File: src/rtl/aux_req_pkg.sv
package aux_req_pkg;

    // Register offsets (host decodes these)
    localparam logic [7:0] OFS_CHAN_CFG = 8'h76;
    localparam logic [7:0] OFS_ADDR0    = 8'h7d;
    localparam logic [7:0] OFS_ADDR1    = 8'h7e;
    localparam logic [7:0] OFS_ADDR2    = 8'h7f;
    localparam logic [7:0] OFS_LEN      = 8'h80;
    localparam logic [7:0] OFS_WDATA    = 8'h81;
    localparam logic [7:0] OFS_RDATA    = 8'h82;
    localparam logic [7:0] OFS_CTRL     = 8'h83;
    localparam logic [7:0] OFS_STATUS   = 8'h84;

    localparam logic [7:0] CHAN_RESET_KEY = 8'hff;

    // Reply codes
    localparam logic [2:0] RSP_NONE      = 3'd0;
    localparam logic [2:0] RSP_NACK      = 3'd1;
    localparam logic [2:0] RSP_DEFER     = 3'd2;
    localparam logic [2:0] RSP_ACK       = 3'd3;
    localparam logic [2:0] RSP_INVALID   = 3'd4;
    localparam logic [2:0] RSP_I2C_NACK  = 3'd5;
    localparam logic [2:0] RSP_I2C_DEFER = 3'd6;
    localparam logic [2:0] RSP_TIMEOUT   = 3'd7;

    typedef enum logic [1:0] {
        SEQ_IDLE = 2'd0,
        SEQ_REQ  = 2'd1,
        SEQ_WAIT = 2'd2
    } seq_state_e;

    // Codes whose byte count is meaningful
    function automatic logic code_has_count(input logic [2:0] code);
        return (code == RSP_DEFER) || (code == RSP_ACK) || (code == RSP_I2C_DEFER);
    endfunction

endpackage

File: src/rtl/aux_byte_fifo.sv
module aux_byte_fifo #(
    parameter  int DEPTH = 16,
    localparam int CW    = $clog2(DEPTH + 1),
    localparam int AW    = (DEPTH > 1) ? $clog2(DEPTH) : 1
) (
    input  logic                 clk,
    input  logic                 rst_n,
    input  logic                 clr,
    input  logic                 push,
    input  logic [7:0]           push_data,
    input  logic                 pop,
    input  logic                 load,
    input  logic [DEPTH*8-1:0]   load_data,
    input  logic [CW-1:0]        load_count,
    output logic [7:0]           head,
    output logic [CW-1:0]        count,
    output logic [DEPTH*8-1:0]   flat
);

    typedef struct packed {
        logic [DEPTH-1:0][7:0] mem;
        logic [CW-1:0]         cnt;
    } fifo_s;

    fifo_s d, q;

    // Entry 0 is always the head; a pop shifts toward it.
    always_comb begin
        d = q;
        if (clr) begin
            d.cnt = '0;
        end else if (load) begin
            d.mem = load_data;
            d.cnt = load_count;
        end else if (pop && (q.cnt != '0)) begin
            for (int i = 0; i < DEPTH - 1; i++) begin
                d.mem[i] = q.mem[i+1];
            end
            d.mem[DEPTH-1] = '0;
            d.cnt = q.cnt - CW'(1);
        end else if (push && (q.cnt < CW'(DEPTH))) begin
            d.mem[q.cnt[AW-1:0]] = push_data;
            d.cnt = q.cnt + CW'(1);
        end
    end

    always_ff @(posedge clk or negedge rst_n) begin
        if (!rst_n) begin
            q <= '0;
        end else begin
            q <= d;
        end
    end

    assign count = q.cnt;
    assign head  = (q.cnt != '0) ? q.mem[0] : 8'h00;

    // Entries beyond the fill level read as zero.
    for (genvar g = 0; g < DEPTH; g++) begin : g_flat
        assign flat[g*8 +: 8] = (CW'(g) < q.cnt) ? q.mem[g] : 8'h00;
    end

endmodule

File: src/rtl/aux_link_seq.sv
module aux_link_seq
    import aux_req_pkg::*;
#(
    parameter  int DEPTH       = 16,
    parameter  int TIMEOUT_CYC = 500,
    localparam int CW          = $clog2(DEPTH + 1),
    localparam int TW          = $clog2(TIMEOUT_CYC + 1)
) (
    input  logic                 clk,
    input  logic                 rst_n,
    input  logic                 start,
    input  logic [3:0]           start_cmd,
    input  logic [19:0]          start_addr,
    input  logic [CW-1:0]        start_len,
    input  logic [DEPTH*8-1:0]   start_data,
    output logic                 lnk_req_valid,
    input  logic                 lnk_req_ready,
    output logic [3:0]           lnk_req_cmd,
    output logic [19:0]          lnk_req_addr,
    output logic [CW-1:0]        lnk_req_len,
    output logic [DEPTH*8-1:0]   lnk_req_data,
    input  logic                 lnk_rsp_valid,
    input  logic [2:0]           lnk_rsp_status,
    input  logic [4:0]           lnk_rsp_count,
    input  logic [DEPTH*8-1:0]   lnk_rsp_data,
    output logic                 busy,
    output logic                 done,
    output logic [2:0]           done_code,
    output logic [4:0]           done_m,
    output logic [CW-1:0]        done_rd_count,
    output logic [DEPTH*8-1:0]   done_rd_data
);

    localparam logic [TW-1:0] TMR_LIM = TW'(TIMEOUT_CYC - 1);

    typedef struct packed {
        seq_state_e            st;
        logic [3:0]            cmd;
        logic [19:0]           addr;
        logic [CW-1:0]         len;
        logic [DEPTH*8-1:0]    data;
        logic [TW-1:0]         tmr;
        logic                  done;
        logic [2:0]            code;
        logic [4:0]            m;
        logic [CW-1:0]         rdn;
        logic [DEPTH*8-1:0]    rdata;
    } seq_s;

    seq_s d, q;
    logic [4:0] cnt_clamped;

    assign cnt_clamped = (lnk_rsp_count > 5'(DEPTH)) ? 5'(DEPTH) : lnk_rsp_count;

    always_comb begin
        d      = q;
        d.done = 1'b0;
        unique case (q.st)
            SEQ_IDLE: begin
                if (start && !q.done) begin
                    d.st   = SEQ_REQ;
                    d.cmd  = start_cmd;
                    d.addr = start_addr;
                    d.len  = start_len;
                    d.data = start_data;
                    d.tmr  = '0;
                end
            end
            SEQ_REQ, SEQ_WAIT: begin
                d.tmr = q.tmr + TW'(1);
                if (q.st == SEQ_WAIT && lnk_rsp_valid) begin
                    d.st    = SEQ_IDLE;
                    d.done  = 1'b1;
                    d.code  = lnk_rsp_status;
                    d.m     = code_has_count(lnk_rsp_status) ? cnt_clamped : 5'd0;
                    d.rdn   = (q.cmd[0] && code_has_count(lnk_rsp_status))
                              ? CW'(cnt_clamped) : '0;
                    d.rdata = lnk_rsp_data;
                end else if (q.st == SEQ_REQ && lnk_req_ready) begin
                    d.st = SEQ_WAIT;
                end else if (q.tmr >= TMR_LIM) begin
                    d.st   = SEQ_IDLE;
                    d.done = 1'b1;
                    d.code = RSP_TIMEOUT;
                    d.m    = 5'd0;
                    d.rdn  = '0;
                end
            end
            default: d.st = SEQ_IDLE;
        endcase
    end

    always_ff @(posedge clk or negedge rst_n) begin
        if (!rst_n) begin
            q <= '0;
        end else begin
            q <= d;
        end
    end

    assign lnk_req_valid = (q.st == SEQ_REQ);
    assign lnk_req_cmd   = q.cmd;
    assign lnk_req_addr  = q.addr;
    assign lnk_req_len   = q.len;
    assign lnk_req_data  = q.data;
    // Busy covers the posting cycle so status is valid once busy drops.
    assign busy          = (q.st != SEQ_IDLE) || q.done;
    assign done          = q.done;
    assign done_code     = q.code;
    assign done_m        = q.m;
    assign done_rd_count = q.rdn;
    assign done_rd_data  = q.rdata;

endmodule

File: src/rtl/aux_req_engine.sv
module aux_req_engine
    import aux_req_pkg::*;
#(
    parameter  int DEPTH       = 16,
    parameter  int TIMEOUT_CYC = 500,
    localparam int CW          = $clog2(DEPTH + 1)
) (
    input  logic                 clk,
    input  logic                 rst_n,
    input  logic                 reg_we,
    input  logic                 reg_re,
    input  logic [7:0]           reg_addr,
    input  logic [7:0]           reg_wdata,
    output logic [7:0]           reg_rdata,
    output logic                 lnk_req_valid,
    input  logic                 lnk_req_ready,
    output logic [3:0]           lnk_req_cmd,
    output logic [19:0]          lnk_req_addr,
    output logic [CW-1:0]        lnk_req_len,
    output logic [DEPTH*8-1:0]   lnk_req_data,
    input  logic                 lnk_rsp_valid,
    input  logic [2:0]           lnk_rsp_status,
    input  logic [4:0]           lnk_rsp_count,
    input  logic [DEPTH*8-1:0]   lnk_rsp_data
);

    typedef struct packed {
        logic [7:0] a0;
        logic [7:0] a1;
        logic [7:0] a2;
        logic [7:0] lenb;
        logic [7:0] status;
    } regs_s;

    regs_s d, q;

    logic               chan_rst, launch, push, pop;
    logic               seq_busy, seq_done;
    logic [2:0]         seq_code;
    logic [4:0]         seq_m;
    logic [CW-1:0]      seq_rdn;
    logic [DEPTH*8-1:0] seq_rdata;
    logic [7:0]         wf_head, rf_head;
    logic [CW-1:0]      wf_count, rf_count;
    logic [DEPTH*8-1:0] wf_flat, rf_flat;
    logic [CW-1:0]      req_len;
    logic [CW:0]        len_plus;
    logic [7:0]         status_q;

    assign chan_rst = reg_we && (reg_addr == OFS_CHAN_CFG) && (reg_wdata == CHAN_RESET_KEY);
    assign launch   = reg_we && (reg_addr == OFS_CTRL) && reg_wdata[0] && !seq_busy;
    assign push     = reg_we && (reg_addr == OFS_WDATA);
    assign pop      = reg_re && (reg_addr == OFS_RDATA);

    // Length field holds count minus one; clamp to the FIFO depth.
    assign len_plus = (CW+1)'(q.lenb[3:0]) + (CW+1)'(1);
    always_comb begin
        if (q.lenb[7]) begin
            req_len = '0;
        end else if (len_plus > (CW+1)'(DEPTH)) begin
            req_len = CW'(DEPTH);
        end else begin
            req_len = len_plus[CW-1:0];
        end
    end

    always_comb begin
        d = q;
        if (reg_we) begin
            unique case (reg_addr)
                OFS_ADDR0: d.a0   = reg_wdata;
                OFS_ADDR1: d.a1   = reg_wdata;
                OFS_ADDR2: d.a2   = reg_wdata;
                OFS_LEN:   d.lenb = reg_wdata;
                default: ;
            endcase
        end
        if (chan_rst) begin
            d.status = 8'h00;
        end else if (seq_done) begin
            d.status = {seq_code, seq_m};
        end
    end

    always_ff @(posedge clk or negedge rst_n) begin
        if (!rst_n) begin
            q <= '0;
        end else begin
            q <= d;
        end
    end

    assign status_q = q.status;

    always_comb begin
        unique case (reg_addr)
            OFS_ADDR0:  reg_rdata = q.a0;
            OFS_ADDR1:  reg_rdata = q.a1;
            OFS_ADDR2:  reg_rdata = q.a2;
            OFS_LEN:    reg_rdata = q.lenb;
            OFS_RDATA:  reg_rdata = rf_head;
            OFS_CTRL:   reg_rdata = {7'b0, seq_busy};
            OFS_STATUS: reg_rdata = q.status;
            default:    reg_rdata = 8'h00;
        endcase
    end

    aux_byte_fifo #(.DEPTH(DEPTH)) u_wfifo (
        .clk        (clk),
        .rst_n      (rst_n),
        .clr        (chan_rst || launch),
        .push       (push),
        .push_data  (reg_wdata),
        .pop        (1'b0),
        .load       (1'b0),
        .load_data  ('0),
        .load_count ('0),
        .head       (wf_head),
        .count      (wf_count),
        .flat       (wf_flat)
    );

    aux_byte_fifo #(.DEPTH(DEPTH)) u_rfifo (
        .clk        (clk),
        .rst_n      (rst_n),
        .clr        (chan_rst),
        .push       (1'b0),
        .push_data  (8'h00),
        .pop        (pop),
        .load       (seq_done),
        .load_data  (seq_rdata),
        .load_count (seq_rdn),
        .head       (rf_head),
        .count      (rf_count),
        .flat       (rf_flat)
    );

    aux_link_seq #(.DEPTH(DEPTH), .TIMEOUT_CYC(TIMEOUT_CYC)) u_seq (
        .clk            (clk),
        .rst_n          (rst_n),
        .start          (launch),
        .start_cmd      (q.a2[7:4]),
        .start_addr     ({q.a2[3:0], q.a1, q.a0}),
        .start_len      (req_len),
        .start_data     (wf_flat),
        .lnk_req_valid  (lnk_req_valid),
        .lnk_req_ready  (lnk_req_ready),
        .lnk_req_cmd    (lnk_req_cmd),
        .lnk_req_addr   (lnk_req_addr),
        .lnk_req_len    (lnk_req_len),
        .lnk_req_data   (lnk_req_data),
        .lnk_rsp_valid  (lnk_rsp_valid),
        .lnk_rsp_status (lnk_rsp_status),
        .lnk_rsp_count  (lnk_rsp_count),
        .lnk_rsp_data   (lnk_rsp_data),
        .busy           (seq_busy),
        .done           (seq_done),
        .done_code      (seq_code),
        .done_m         (seq_m),
        .done_rd_count  (seq_rdn),
        .done_rd_data   (seq_rdata)
    );

endmodule

File: config.mk
export PLATFORM = sky130hd
export DESIGN_NAME = aux_req_engine
export DESIGN_NICKNAME = d
export VERILOG_FILES = /design/src/rtl/aux_req_pkg.sv /design/src/rtl/aux_byte_fifo.sv /design/src/rtl/aux_link_seq.sv /design/src/rtl/aux_req_engine.sv
export SDC_FILE = /design/constraint.sdc
export NUM_CORES = 1
export LEC_CHECK = 0
export ABC_AREA = 1
export BUFFER_PORTS_ARGS = -buffer_cell sky130_fd_sc_hd__buf_2
export CAP_MARGIN = 30
export CORE_UTILIZATION = 42
export DETAILED_ROUTE_END_ITERATION = 6
export GPL_TIMING_DRIVEN = 0
export HOLD_SLACK_MARGIN = 0.06
export PLACE_DENSITY_LB_ADDON = 0.15
export SLEW_MARGIN = 20
export SYNTH_ARGS = -nofsm -noshare
export SYNTH_HDL_FRONTEND = slang
export SYNTH_SLANG_ARGS = --single-unit
export TNS_END_PERCENT = 10
File: constraint.sdc
create_clock -name clk -period 1.9 [get_ports clk]
set_input_delay 0.095 -clock clk [delete_from_list [all_inputs] [get_ports clk]]
set_output_delay 0.095 -clock clk [all_outputs]
set_load 0.005 [all_outputs]
==> results.md, run 1 <==
- Outcome: complete, but fails checks
- Failing checks: setup timing
- Post-synthesis adder-cell area fraction: 0.487%
- Final Routed Wirelength: 80200 um
- Leakage: 0.0200 uW
- Slew HR: 37.0%
- Antenna diodes: 0
- Core Area: 66200 sq um
- GRT met3 Usage: 2.86%
- Sink Count: 616
- Crit-path max FO: 8
- Crit-path slowest cell: dfrtp_1
- Total gr overflow: 0
- Most used DFF post-synth: dfrtp_1
- CP Cell Sequence: inv_2 -> ha_4 -> nand3_4 -> nand2_4 -> nor2_2 -> nor2_2 -> nand2_1 -> buf_2
- Critical path launch point type: flip-flop
- Routed len/inst: 15.9 um
- First-pass GRT wire length: 126000 um
- Synth warn: 0
- XOR/XNOR Fraction of Synth Area: 0.0310%
- Fin crit period: 1.97 ns
- Synth Area in Compound Gates: 6.24%
- Setup ws final: -0.0684 ns
- Largest cells by area after synthesis: dfrtp_1 55%, nand2_1 21%, buf_4 4.2%, nand3_1 4.1%, o21ai_0 4.1%
- GRT Total Usage: 23.6%
- Max Slew Vio Count: 0
- Number of synthesized flops with an enable pin: 0
- Via count: 23.8k
- RSZ-0062 raised after global routing: true
- GRT busiest layer: met2
- Final period util: 104%
- R2R setup slack: 0.02 ns
- CP endpoint kind: output pin
- Req. time, crit path: 1.80 ns
- Finished Cell Area: 35600 sq um
- RD Place Congestion: 0.895
- Hold Path Class: in2async
- Vias in the first global route: 22.8k
- PortBufs: 316
- Seq cells post-synth: 616
- Cell taking the most area after synthesis: dfrtp_1
- Async SR Flop Fraction: 100%
- Drt via density: 4.73
- Sw Pwr: 6330 uW
- Layout cells sized above 1: 19.0%
- Multiplexer area fraction after synthesis: 0%
- Crit Reg-Reg Endpoint: u_wfifo.q[99]
- Total CTS buffers: 70
- Top cell type's share of synthesized area: 54.5%
- Kind of critical path: reg2out
- Sequential area share after synthesis: 54.5%
- I/O Pins: 324
- Critical R2R Launch: u_wfifo.count[4]
- Antenna-violating nets left: 0
- Syn_area_per_cell: 7.92 sq um
- Combinational fraction of design power: 5.2%
- Count of final setup violators: 8
- Critical Path AT: 1.87 ns
- TritonCTS clock tree: yes
- Main combinational cell family by area after synthesis: simple AND/OR/NAND/NOR gates
- Most Frequent Cell on Critical Path: nor2_2
- Initial core utilization: 42.7%
- Final hold vios: 0
- Cts hold-fix bufs: 146
- Number of distinct library cells after synthesis: 37
- Clock power share: 47.1%
- Maximum clock frequency: 0.508 GHz
- Simple-gate portion of the synthesized area: 27.7%
- Actual slew at the worst max-slew pin: 0.945 ns
- Post-Syn Area: 28300 sq um
- Cells after synthesis: 3568
- Placement Rows: 94
- First drt pass iteration count: 6
- Clk_lat worst skew: 0.61 ns
- Initial antenna violation count: 0
- Largest stage delay on the critical path: 0.38 ns
- DPL Wire Length: 55100 um
- Switch share: 22.5%
- Die width: 261 um
- Sequential power share: 47.7%
- Placed Area: 31100 sq um
- Post-synth net total: 3737
- Peak VDD IR: 0.000531 V
- Max-Cap Viols: 0
- CTS clk-pin slew, worst paths: 0.06 ns
- Clk buf depth: 3
- CP Capture Point: reg_rdata[4]
- Setup TNS: -0.362 ns
- Die area: 68400 sq um
- Int Pwr: 21800 uW
- Global-route met1 utilization: 32.5%
- Final #Nets: 4298
- Die Ht: 261 um
- CTS root buf: clkbuf_16
- H-tree Lvls: 3
- Worst reg2reg path depth: 8
- Residual DRC: 0
- Crit path from: u_rfifo.count[0]
- Layout area overhead: 25.8%
- Pwr Density: 790 nW/um^2
- Met2 GRT Util: 39.2%
- Largest net degree at the start of global routing: 97
- Drt initial violations: 1691
- Worst-case clock skew: 0.0227 ns
power groups by stage:
stage / combinational (uW) / sequential [uW] / clock, uW
after global routing: 1650 / 13400 / 14100
final: 1470 / 13400 / 13200
after floorplan: 456 / 13600 / 0
after global placement: 1180 / 13600 / 0
after detailed placement: 1240 / 13600 / 0
after CTS: 1480 / 13400 / 13500
worst min path at each step:
stage | start | to | slack, ns | cells past startpoint
floorplan | rst_n | q[10] | -0.20 | 0
global placement | lnk_rsp_data[75] | u_seq.done_rd_data[75] | 0.30 | 3
detailed placement | rst_n | u_seq.lnk_req_data[43] | 0.05 | 1
CTS | rst_n | u_seq.lnk_req_data[44] | 0.003 | 2
global route | rst_n | u_seq.lnk_req_data[42] | 0.03 | 2
finish | rst_n | u_seq.lnk_req_data[44] | 0.002 | 2
timing repair:
item / in CTS / in global routing
resized for setup: 118 / 143
endpoints found under the setup margin: 526 / 525
endpoints found under the hold margin: 432 / 42
gates cloned: 0 / 2
buffers inserted: 12 / 4
pin swaps: 18 / 10
cell type report:
| type | instances | area (sq um) |
|---|---|---|
| Sequential cell | 616 | 15400 |
| Buffer | 338 | 2310 |
| Timing Repair Buffer | 488 | 3420 |
| Multi-Input combinational cell | 2310 | 9970 |
| Clock inverter | 10 | 101 |
| Tap cell | 864 | 1080 |
| Fill cell | 6373 | 30600 |
| Clock buffer | 108 | 2130 |
| Inverter | 305 | 1160 |
routing by layer:
| layer | vias up | share of wire [%] |
|---|---|---|
| met5 | - | 0 |
| met4 | 0 | 2.1 |
| met1 | 11200 | 45 |
| li1 | 12000 | - |
| met3 | 91 | 4.2 |
| met2 | 555 | 49 |
through the flow:
stage               total power [uW]  setup WS [ns]  hold WS (ns)  util (%)  std cells
floorplan                      14000          0.130        -0.201         -       3568
global placement               14800         -12.53         0.298      46.7       4748
detailed placement             14900          -1.00        0.0486      47.0       4756
CTS                            28400        -0.0840       0.00265      53.2       5032
global route                   29100         -0.140        0.0325      53.7       5039
finish                         28100        -0.0684       0.00188      53.7       5039
cell usage after synthesis, types with 6 or more instances:
cell type,n
clkbuf_1,115
o31ai_1,26
dfrtp_1,616
o21ai_1,62
a21oi_1,12
o21ai_0,230
inv_1,297
buf_2,52
nand3_1,232
nand2_1,1612
buf_4,160
buf_6,6
ha_1,11
nand4_1,8
nor2_1,79
kinds of logic (layout without fill, tap and decap cells):
logic type	Yosys count	after routing
AO/OA/AOI/OAI	336	336
XOR/XNOR	1	1
adder cells (fa/ha/maj)	11	11
buffers and inverters	643	1249
flip-flops	616	616
AND/OR/NAND/NOR	1961	1962
state kept, by name (all words and copies together) (netlist names):
signal and cells:
q 32, status_q 8, u_rfifo.count 5, u_rfifo.q 128
u_seq.done 1, u_seq.done_code 3, u_seq.done_m 5, u_seq.done_rd_count 5
u_seq.done_rd_data 128, u_seq.lnk_req_addr 20, u_seq.lnk_req_cmd 4, u_seq.lnk_req_data 128
u_seq.lnk_req_len 5, u_seq.q 11, u_wfifo.count 5, u_wfifo.q 128
layout by cell type (no fill, tap or decap), types with 6 or more instances in the layout:
cell type / instances
a21oi_1: 12
buf_16: 7
buf_2: 340
buf_4: 205
buf_6: 17
buf_8: 6
clkbuf_1: 77
clkbuf_16: 75
clkbuf_2: 35
clkbuf_8: 18
dfrtp_1: 615
dlygate4sd3_1: 146
ha_1: 9
inv_1: 288
inv_2: 12
nand2_1: 1595
nand2_2: 15
nand2_4: 9
nand3_1: 230
nand4_1: 8
nor2_1: 68
nor2_2: 9
nor2_4: 8
o21ai_0: 227
o21ai_1: 64
o31ai_1: 20
o31ai_2: 6
worst max-delay path, delay by kind of cell, from the launching register on:
| kind | cells | cell delay (ns) |
|---|---|---|
| adder cells (fa/ha/maj) | 1 | 0.15 |
| buffers and inverters | 2 | 0.22 |
| flip-flops | 1 | 0.38 |
| AND/OR/NAND/NOR | 5 | 0.52 |
No activity file was read; power rests on OpenSTA's default activity.
==> run 2: changes to the inputs <==
--- a/config.mk
+++ b/config.mk
@@ -8,11 +8,12 @@
 export ABC_AREA = 1
 export BUFFER_PORTS_ARGS = -buffer_cell sky130_fd_sc_hd__buf_2
 export CAP_MARGIN = 30
+export CORE_MARGIN = 4
 export CORE_UTILIZATION = 42
 export DETAILED_ROUTE_END_ITERATION = 6
 export GPL_TIMING_DRIVEN = 0
 export HOLD_SLACK_MARGIN = 0.06
-export PLACE_DENSITY_LB_ADDON = 0.15
+export PLACE_DENSITY = 0.68
 export SLEW_MARGIN = 20
 export SYNTH_ARGS = -nofsm -noshare
 export SYNTH_HDL_FRONTEND = slang
==> run 2 against run 1 <==
The run ends with hold timing, setup timing left. Die area grew 4.6%. Clock skew grew 0.0011 ns. Flip-flop and latch count is the same. Utilization grew 0.25 points. Wire length grew 0.67%. Design area grew 0.46%. Register-to-register slack lost 0.06 ns. Final cell count grew 0.22%. Critical path depth is the same. Combinational power grew 3%. Global-route usage shrank 1.2 points. Setup slack lost 0.025 ns. Critical path type unchanged. Highest routed layer unchanged.
==> results.md, run 2 (same netlist as run 1, synthesis figures left out) <==
- Outcome: complete, but fails checks (unchanged)
- Failing checks: hold timing, setup timing (was setup timing)
- Pwr Density: 807 nW/um^2 (was 790 nW/um^2)
- Count of final setup violators: 16 (was 8)
- Clk_lat worst skew: 0.61 ns (about the same)
- Wire length on met2: 39100 um (was 39000 um)
- Maximum clock frequency: 0.502 GHz (was 0.508 GHz)
- Residual DRC: 0 (unchanged)
- Slew HR: 41.4% (was 37.0%)
- Highest Signal Layer: met4 (unchanged)
- CTS root buf: clkbuf_16 (unchanged)
- Combinational fraction of design power: 5.2% (about the same)
- Vias in the first global route: 23.5k (was 22.8k)
- Cts hold-fix bufs: 155 (was 146)
- RSZ-0062 raised after global routing: true (unchanged)
- Max Slew Vio Count: 0 (unchanged)
- Die area: 71500 sq um (was 68400 sq um)
- Critical path launch point type: flip-flop (unchanged)
- Sw Pwr: 6400 uW (was 6330 uW)
- Layout cells sized above 1: 19.0% (about the same)
- Final hold vios: 175 (was 0)
- Crit-path max FO: 8 (unchanged)
- Core Util, Final: 54.0% (was 53.7%)
- Final period util: 105% (was 104%)
- Sink Count: 616 (unchanged)
- TritonCTS clock tree: yes (unchanged)
- GRT Total Usage: 22.3% (was 23.6%)
- Setup TNS: -0.702 ns (was -0.362 ns)
- Setup ws final: -0.0931 ns (was -0.0684 ns)
- Drt via density: 4.81 (was 4.73)
- Most Frequent Cell on Critical Path: nand2_1 (was nor2_2)
- Met1 wire length: 34900 um (was 36200 um)
- Commonest non-fill, non-tap cells in the layout: 1600 x nand2_1, 612 x dfrtp_1, 339 x buf_2 (was 1595 x nand2_1, 615 x dfrtp_1, 340 x buf_2)
- Finished Cell Area: 35700 sq um (was 35600 sq um)
- Largest net degree at the start of global routing: 98 (was 97)
- Int Pwr: 22400 uW (was 21800 uW)
- Leakage: 0.0201 uW (was 0.0200 uW)
- First-pass GRT wire length: 128000 um (was 126000 um)
- DPL Wire Length: 55300 um (was 55100 um)
- First drt pass iteration count: 5 (was 6)
- Via count: 24.3k (was 23.8k)
- Fin crit period: 1.99 ns (was 1.97 ns)
- R2R setup slack: -0.04 ns (was 0.02 ns)
- CP Cell Sequence: inv_2 -> ha_4 -> nand3_4 -> nand2_1 -> nor2_1 -> nor2_2 -> nand2_1 -> buf_2 (was inv_2 -> ha_4 -> nand3_4 -> nand2_4 -> nor2_2 -> nor2_2 -> nand2_1 -> buf_2)
- Buf/Inv on CP: 2 (unchanged)
- Drt initial violations: 2039 (was 1691)
- Die Ht: 267 um (was 261 um)
- Worst-case clock skew: 0.0238 ns (was 0.0227 ns)
- Antenna-violating nets left: 0 (unchanged)
- I/O Pins: 324 (unchanged)
- RD Place Congestion: 0.911 (was 0.895)
- Switch share: 22.2% (was 22.5%)
- CTS clk-pin slew, worst paths: 0.06 ns (about the same)
- Final #Nets: 4302 (was 4298)
- Placement Rows: 94 (unchanged)
- Req. time, crit path: 1.80 ns (about the same)
- Max-Cap Viols: 0 (unchanged)
- Non-Filler Instances: 5050 (was 5039)
- Actual slew at the worst max-slew pin: 0.878 ns (was 0.945 ns)
- Die width: 267 um (was 261 um)
- Final Routed Wirelength: 80800 um (was 80200 um)
- PortBufs: 316 (unchanged)
- Initial core utilization: 42.7% (unchanged)
- Crit-path slowest cell: dfrtp_1 (unchanged)
- Most common cell after layout, fill and taps aside: nand2_1 (unchanged)
- Total gr overflow: 0 (unchanged)
- CP endpoint kind: output pin (unchanged)
- Initial antenna violation count: 2 (was 0)
- Routed len/inst: 16.0 um (was 15.9 um)
- Critical Path AT: 1.90 ns (was 1.87 ns)
- Kind of critical path: reg2out (unchanged)
- Placed Area: 31100 sq um (about the same)
- Largest stage delay on the critical path: 0.39 ns (was 0.38 ns)
- Sequential power share: 46.5% (was 47.7%)
- Clk buf depth: 3 (unchanged)
- Min Hold Slack: -0.124 ns (was 0.00188 ns)
- Critical path's top delay family: simple AND/OR/NAND/NOR gates (unchanged)
- Peak VDD IR: 0.000634 V (was 0.000531 V)
- Core Area: 66200 sq um (unchanged)
- Metal3 WL: 4430 um (was 3350 um)
- Layout area overhead: 26.4% (was 25.8%)
- Clock power share: 48.3% (was 47.1%)
- Total CTS buffers: 68 (was 70)
- Placed cell count: 4755 (was 4756)
- H-tree Lvls: 3 (unchanged)
- Hold Path Class: in2async (unchanged)
==> run 2: worst paths after layout <==
check	to	cells past startpoint	from
setup / recovery	reg_rdata[7]	8	u_rfifo.count[0]
hold / removal	u_seq.lnk_req_data[32]	6	rst_n
setup reg to reg	u_seq.done_rd_data[109]	8	u_seq.q[308]
hold reg to reg	u_rfifo.q[76]	2	u_rfifo.q[76]
max in group asynchronous	u_seq.done_rd_data[72]	9	rst_n
min in group clk	u_wfifo.q[41]	3	reg_wdata[4]
==> run 2: power groups by stage <==
stage	Combinational [uW]	Clock (uW)	Sequential, uW
after floorplan	456	0	13600
after global placement	1160	0	13600
after detailed placement	1220	0	13600
after CTS	1510	14200	13400
after global routing	1670	14800	13400
final	1510	13900	13400
==> run 2: cell type report <==
cell class / instances / area, sq um
Clock buffer: 95 / 2000
Multi-Input combinational cell: 2310 / 9910
Fill cell: 6058 / 30500
Inverter: 305 / 1160
Buffer: 338 / 2260
Tap cell: 864 / 1080
Sequential cell: 616 / 15400
Antenna cell: 2 / 5.00
Clock inverter: 26 / 365
Timing Repair Buffer: 494 / 3550
==> run 2: tightest hold or removal path, delay by kind of cell <==
kind | cells | cell delay, ns
buffers and inverters | 6 | 0.81
==> run 2: what timing repair did <==
| action | 4_1_cts | 5_1_grt |
|---|---|---|
| buffers inserted | 12 | 4 |
| pin swaps | 18 | 7 |
| setup endpoints to repair | 518 | 495 |
| gates cloned | 0 | 1 |
| hold endpoints to repair | 399 | 184 |
| gates resized for setup | 99 | 106 |
==> run 2: per-layer routing <==
metal / vias to the layer above / track usage, %
li1: 12000 / -
met1: 11500 / 30.0
met2: 674 / 37.5
met3: 152 / 3.23
met4: 0 / 7.44
met5: - / 0
==> run 2: through the flow <==
stage / total power [uW] / hold WS [ns] / worst slack, ns
after global placement: 14800 / 0.298 / -12.30
after global routing: 29800 / -0.0672 / -0.177
after CTS: 29100 / -0.0920 / -0.0989
final: 28800 / -0.124 / -0.0931
after floorplan: 14000 / -0.201 / 0.130
after detailed placement: 14900 / 0.0141 / -0.857
